--- config.mk ---
export PLATFORM = sky130hd
export DESIGN_NAME = rtc_shadow_top
export DESIGN_NICKNAME = d
export VERILOG_FILES = /design/src/rtl/rtc_shadow_pkg.sv /design/src/rtl/rtc_ms_counter.sv /design/src/rtl/rtc_sec_counter.sv /design/src/rtl/rtc_read_port.sv /design/src/rtl/rtc_shadow_top.sv
export SDC_FILE = /design/constraint.sdc
export NUM_CORES = 1
export LEC_CHECK = 0
export BUFFER_PORTS_ARGS = -buffer_cell sky130_fd_sc_hd__clkbuf_2
export CAP_MARGIN = 40
export CORE_ASPECT_RATIO = 1.5
export CORE_MARGIN = 2
export CORE_UTILIZATION = 60
export DETAILED_ROUTE_END_ITERATION = 16
export PLACE_DENSITY = 0.8
export SYNTH_ARGS = -nofsm -noshare
export SYNTH_HDL_FRONTEND = slang
export SYNTH_HIERARCHICAL = 1
export SYNTH_SLANG_ARGS = --single-unit
--- constraint.sdc ---
create_clock -name clk -period 2.7 [get_ports clk]
set_input_delay 0.135 -clock clk [delete_from_list [all_inputs] [get_ports clk]]
set_output_delay 0.135 -clock clk [all_outputs]
set_load 0.05 [all_outputs]
--- src/rtl/rtc_shadow_pkg.sv ---
package rtc_shadow_pkg;
    localparam int RTC_ADDR_W   = 8;
    localparam int RTC_DATA_W   = 32;
    // Byte offsets decoded by software
    localparam logic [RTC_ADDR_W-1:0] OFS_SEC_LIVE   = 8'h08;
    localparam logic [RTC_ADDR_W-1:0] OFS_SEC_SHADOW = 8'h0C;
    localparam logic [RTC_ADDR_W-1:0] OFS_MSEC       = 8'h10;

    typedef enum logic [0:0] {
        RP_IDLE = 1'b0,
        RP_RESP = 1'b1
    } rp_state_t;
endpackage

--- src/rtl/rtc_ms_counter.sv ---
module rtc_ms_counter #(
    parameter int TICKS_PER_SEC = 1000,
    localparam int MS_W = $clog2(TICKS_PER_SEC)
) (
    input  logic            clk,
    input  logic            rst_n,
    input  logic            tick,
    output logic [MS_W-1:0] ms_q,
    output logic            carry
);
    localparam logic [MS_W-1:0] MS_LAST = MS_W'(TICKS_PER_SEC - 1);

    assign carry = tick && (ms_q == MS_LAST);

    always_ff @(posedge clk) begin
        if (!rst_n)      ms_q <= '0;
        else if (carry)  ms_q <= '0;
        else if (tick)   ms_q <= ms_q + MS_W'(1);
    end

    AST_MS_RANGE: assert property (@(posedge clk) disable iff (!rst_n)
        ms_q <= MS_LAST);
    AST_MS_HOLD: assert property (@(posedge clk) disable iff (!rst_n)
        !tick |=> $stable(ms_q));
    AST_MS_WRAP: assert property (@(posedge clk) disable iff (!rst_n)
        (tick && ms_q == MS_LAST) |=> ms_q == '0);
endmodule

--- src/rtl/rtc_sec_counter.sv ---
module rtc_sec_counter #(
    parameter int SEC_W = 32
) (
    input  logic             clk,
    input  logic             rst_n,
    input  logic             carry,
    input  logic             snap,
    output logic [SEC_W-1:0] sec_q,
    output logic [SEC_W-1:0] shadow_q
);
    always_ff @(posedge clk) begin
        if (!rst_n) begin
            sec_q    <= '0;
            shadow_q <= '0;
        end else begin
            if (carry) sec_q    <= sec_q + SEC_W'(1);
            if (snap)  shadow_q <= sec_q;
        end
    end

    AST_SEC_STEP: assert property (@(posedge clk) disable iff (!rst_n)
        carry |=> sec_q == $past(sec_q) + SEC_W'(1));
    AST_SEC_HOLD: assert property (@(posedge clk) disable iff (!rst_n)
        !carry |=> $stable(sec_q));
    AST_SHADOW_LOAD: assert property (@(posedge clk) disable iff (!rst_n)
        snap |=> shadow_q == $past(sec_q));
    AST_SHADOW_HOLD: assert property (@(posedge clk) disable iff (!rst_n)
        !snap |=> $stable(shadow_q));
endmodule

--- src/rtl/rtc_read_port.sv ---
module rtc_read_port
    import rtc_shadow_pkg::*;
#(
    parameter int MS_W   = 10,
    parameter int SEC_W  = 32,
    parameter int ADDR_W = RTC_ADDR_W,
    parameter int DATA_W = RTC_DATA_W
) (
    input  logic              clk,
    input  logic              rst_n,
    input  logic              rd_en,
    input  logic [ADDR_W-1:0] rd_addr,
    input  logic [MS_W-1:0]   ms_val,
    input  logic [SEC_W-1:0]  sec_val,
    input  logic [SEC_W-1:0]  shadow_val,
    output logic              snap,
    output logic [DATA_W-1:0] rd_data
);
    rp_state_t         state_q, state_d;
    logic [DATA_W-1:0] word_d, word_q;

    assign snap = rd_en && (rd_addr == ADDR_W'(OFS_MSEC));

    always_comb begin
        word_d = '0;
        if (rd_addr == ADDR_W'(OFS_SEC_LIVE))        word_d = DATA_W'(sec_val);
        else if (rd_addr == ADDR_W'(OFS_SEC_SHADOW)) word_d = DATA_W'(shadow_val);
        else if (rd_addr == ADDR_W'(OFS_MSEC))       word_d = DATA_W'(ms_val);
    end

    always_comb begin
        unique case (state_q)
            RP_IDLE: state_d = rd_en ? RP_RESP : RP_IDLE;
            RP_RESP: state_d = rd_en ? RP_RESP : RP_IDLE;
            default: state_d = RP_IDLE;
        endcase
    end

    // state register
    always_ff @(posedge clk) begin
        if (!rst_n) begin
            state_q <= RP_IDLE;
            word_q  <= '0;
        end else begin
            state_q <= state_d;
            if (rd_en) word_q <= word_d;
        end
    end

    // outputs
    always_comb begin
        unique case (state_q)
            RP_IDLE: rd_data = '0;
            RP_RESP: rd_data = word_q;
            default: rd_data = '0;
        endcase
    end

    AST_RD_IDLE_ZERO: assert property (@(posedge clk) disable iff (!rst_n)
        !rd_en |=> rd_data == '0);
    AST_RD_MS_VALUE: assert property (@(posedge clk) disable iff (!rst_n)
        snap |=> rd_data == DATA_W'($past(ms_val)));
endmodule

--- src/rtl/rtc_shadow_top.sv ---
module rtc_shadow_top #(
    parameter int TICKS_PER_SEC = 1000,
    parameter int SEC_W         = 32,
    parameter int ADDR_W        = 8,
    parameter int DATA_W        = 32
) (
    input  logic              clk,
    input  logic              rst_n,
    input  logic              ms_tick,
    input  logic              rd_en,
    input  logic [ADDR_W-1:0] rd_addr,
    output logic [DATA_W-1:0] rd_data
);
    localparam int MS_W = $clog2(TICKS_PER_SEC);

    logic [MS_W-1:0]  ms_q;
    logic [SEC_W-1:0] sec_q, shadow_q;
    logic             carry, snap;

    rtc_ms_counter #(.TICKS_PER_SEC(TICKS_PER_SEC)) u_ms (
        .clk(clk), .rst_n(rst_n), .tick(ms_tick), .ms_q(ms_q), .carry(carry)
    );

    rtc_sec_counter #(.SEC_W(SEC_W)) u_sec (
        .clk(clk), .rst_n(rst_n), .carry(carry), .snap(snap),
        .sec_q(sec_q), .shadow_q(shadow_q)
    );

    rtc_read_port #(.MS_W(MS_W), .SEC_W(SEC_W), .ADDR_W(ADDR_W), .DATA_W(DATA_W)) u_rd (
        .clk(clk), .rst_n(rst_n), .rd_en(rd_en), .rd_addr(rd_addr),
        .ms_val(ms_q), .sec_val(sec_q), .shadow_val(shadow_q),
        .snap(snap), .rd_data(rd_data)
    );

    AST_RESET_ZERO: assert property (@(posedge clk)
        !rst_n |=> rd_data == '0);
endmodule

==> impl_results.md <==
* Hold buffers post-CTS at 0
* Fin crit period at approximately 2.6 ns
* Tot Pwr at ~3.0 mW
* Via count at 4593
* Int Pwr at 2.28 mW
* Die ar. at 0.00968 mm^2
* Final Net Count at 640
* Worst-Skew Late Latency at about 0.35 ns
* Num Clock Sinks at approximately 110
* Vias in the first global route at 4203
* Synthesized instance count at ~600
* Worst Hold Path Cells at 3
* Outcome: complete, no violations
* 1st-iter DRT viols at between 300 and 400
* Crit path cell chain: or3b_1, nor3_1, buf_4, and4_2, nand4_1, or4_1, a21oi_1
* Worst VDD drop at 0.000394 V
* Initial antenna violation count at 0
* RR Endpoint: u_sec/sec_q[29]
* Comb power frac at between 4 and 5%
* Die Span Y at about 120 um
* WL/cell at 16.2 um
* Hold WC Path Type: primary input to flop
* TritonCTS clock tree: done
* DP HPWL at 8300 um
* Cell family with most CP delay: simple AND/OR/NAND/NOR gates
* Clock Pin Slew Worst Setup and Hold Paths at 0.07 ns
* Synthesis-to-layout area growth at 10.3%
* EDFF count, synth at 0
* Power Density at 504 mW/mm^2
* Ratio of cells with drive above 1 in the final layout at 13.9%
* Tightest Pin Transition at 0.580 ns
* Critical Path Max Stage Delay at 0.57 ns
* Leak pwr at 2.07 nW
* Reg power frac at 53.8%
* Slew HR at 60.8%
* Prevailing post-synth register cell: dfxtp_1
* Ys Warns at 6
* Global-route wire length before repair at around 20000 um
* Worst r2r src: u_ms/ms_q[3]
* Grt ovf at 0
* Share of synthesized flip-flops with an asynchronous set or reset at 0%
* Avg Cell Area, Syn at about 8.9 um^2
* IO buf count at between 40 and 50
* Die X at 81 um
* Placer Congestion at about 0.92
* Startpoint Class: flop
* Hold Path Sink: u_ms/ms_q[0]
* Setup-failing EPs final at 0
* Core area at 0.00872 mm^2
* CP Class: flop to flop
* Most instantiated cells after synthesis: dfxtp_1, mux2i_1, and2_1, nor2_1, a21oi_1
* Diode count at 0
* Max cap viols at 0
* Mapped cell area at 0.00534 mm^2
* Distinct cells, synth at 56
* Critical path required time at 2.98 ns
* Initial Util at 61.2%
* CTS buffer count at 9
* Root Driver: clkbuf_16
* Yosys top cell by area: dfxtp_1
* Total Wirelength at 12000 um
* CP endpoint kind: flop
* F_max at 0.386 GHz
* Critical Path Fanout Max at 7
* Hold Slack at 0.155 ns
* Fill cells at roughly 730
* Largest cells by area after synthesis: dfxtp_1, mux2i_1, and2_1, a21oi_1, o32ai_1
* DRC Markers at 0
* # H-tree levels at 3
* Final Max Slew Viols at 0
* Buf/Inv on CP at 1
* RSZ-0062 raised after global routing: false
* Seq cells post-synth at 107
* Seq/Total Area, Yosys at 40.1%
* Clock skew at about 0.007 ns
* GRT Util Overall at 25.8%
* Switching part of the total power at a little under a quarter
* Core Rows at 42
* Worst Hold Launch: ms_tick
* Largest net degree at the start of global routing at 62
* Crit path DAT at 2.87 ns
* Vias/cell at roughly 6.2
* Crit-path slowest cell: or4_1
* Yosys top cell area share at between 40% and 50%
* Post-route ant nets at 0
* Period utilization at between 90% and 100%
* Final-report hold violation count at 0
* Fin Setup TNS at 0 ns
* Sw Pwr at between 0.6 and 0.7 mW
* Worst R2R Path Depth at 7
* Bufs on Longest Clock Path at 2
* Drt first pass iters at 7
* Final core area utilization at between 60% and 70%
* Reg-to-reg setup timing slack at 0.11 ns
* Syn nets at around 600
* Most numerous cell in the Yosys netlist: dfxtp_1
* IO Pins at 44
* Clk pwr share at 41.5%
worst reg2reg max path, cell delays in order (launching register included):
cell and delay [ns]:
dfxtp_1 0.37, or3b_1 0.47, nor3_1 0.24, buf_4 0.21, and4_2 0.27, nand4_1 0.26
or4_1 0.57, a21oi_1 0.14
logic make-up (layout without fill, tap and decap cells):
kind of cell,after synthesis,in the layout,synth area share [%]
buffers and inverters,69,102,6.00
multiplexers,58,58,10.9
adder cells (fa/ha/maj),2,2,0.469
flip-flops,107,107,40.1
XOR/XNOR,15,15,2.46
AO/OA/AOI/OAI,109,109,14.1
AND/OR/NAND/NOR,238,238,25.9
through the flow:
stage / instance area [um^2] / instances / setup slack, ns
floorplan: 5340 / 598 / 0.350
global placement: 5590 / 723 / 0.209
detailed placement: 5600 / 724 / 0.158
CTS: 5880 / 740 / 0.130
global route: 5890 / 741 / 0.00786
finish: 5890 / 741 / 0.106
registers in the layout, indices dropped and copies added (netlist names):
register        cells
u_ms/ms_q          10
u_rd/state_q        1
u_rd/word_q        32
u_sec/sec_q        32
u_sec/shadow_q     32
cells in the final DEF, fill, tap and decap left out, types with 3 or more instances in the layout:
cell	synthesis	final
a21oi_1	39	39
a222oi_1	9	9
and2_1	56	56
and3_1	5	5
and3b_1	10	10
and4_1	4	3
buf_4	0	13
clkbuf_16	0	9
clkbuf_2	1	43
clkinv_2	0	3
dfxtp_1	107	107
inv_1	27	27
mux2i_1	58	58
nand2_1	28	28
nand2b_1	4	4
nand3_1	22	22
nand4_1	10	10
nor2_1	49	49
nor3_1	6	6
nor4_1	3	3
o211ai_1	12	12
o21ai_0	11	11
o31ai_1	8	8
o32ai_1	22	22
or3_1	11	11
or4_1	12	12
xnor2_1	6	6
xor2_1	9	9
worst max-delay path by stage:
stage | cells past startpoint | slack [ns] | to | start
floorplan | 8 | 0.35 | u_sec/sec_q[20] | u_ms/ms_q[3]
global placement | 7 | 0.21 | u_sec/sec_q[29] | u_ms/ms_q[3]
detailed placement | 7 | 0.16 | u_sec/sec_q[29] | u_ms/ms_q[3]
CTS | 7 | 0.13 | u_sec/sec_q[29] | u_ms/ms_q[3]
global route | 7 | 0.008 | u_sec/sec_q[25] | u_ms/ms_q[9]
finish | 7 | 0.11 | u_sec/sec_q[29] | u_ms/ms_q[3]
per-layer routing:
metal	GRT usage (%)	share of wire (%)
met3	2.71	3.6
met2	43.7	52
met4	15.1	3.8
met5	0	0
met1	30.9	41
what timing repair did:
action / CTS / global route
resized for setup: 0 / 1
endpoints found under the setup margin: 0 / 2
setup buffers: 0 / 1
power groups by stage:
stage	registers [mW]	logic [mW]	clock network, mW
floorplan	1.63	0.0952	0
global placement	1.63	0.125	0
detailed placement	1.63	0.136	0
CTS	1.60	0.137	1.25
global route	1.60	0.149	1.31
finish	1.60	0.139	1.23
cell type report:
class	count	area, um^2	area share, %
inverters	28	105	1.79
well taps	110	138	2.34
clock inverters	6	38.8	0.659
multi-input cells	422	2880	48.9
flip-flops and latches	107	2140	36.4
clock buffers	10	239	4.06
repair buffers	58	348	5.91
(Power assumes the default switching activity.)
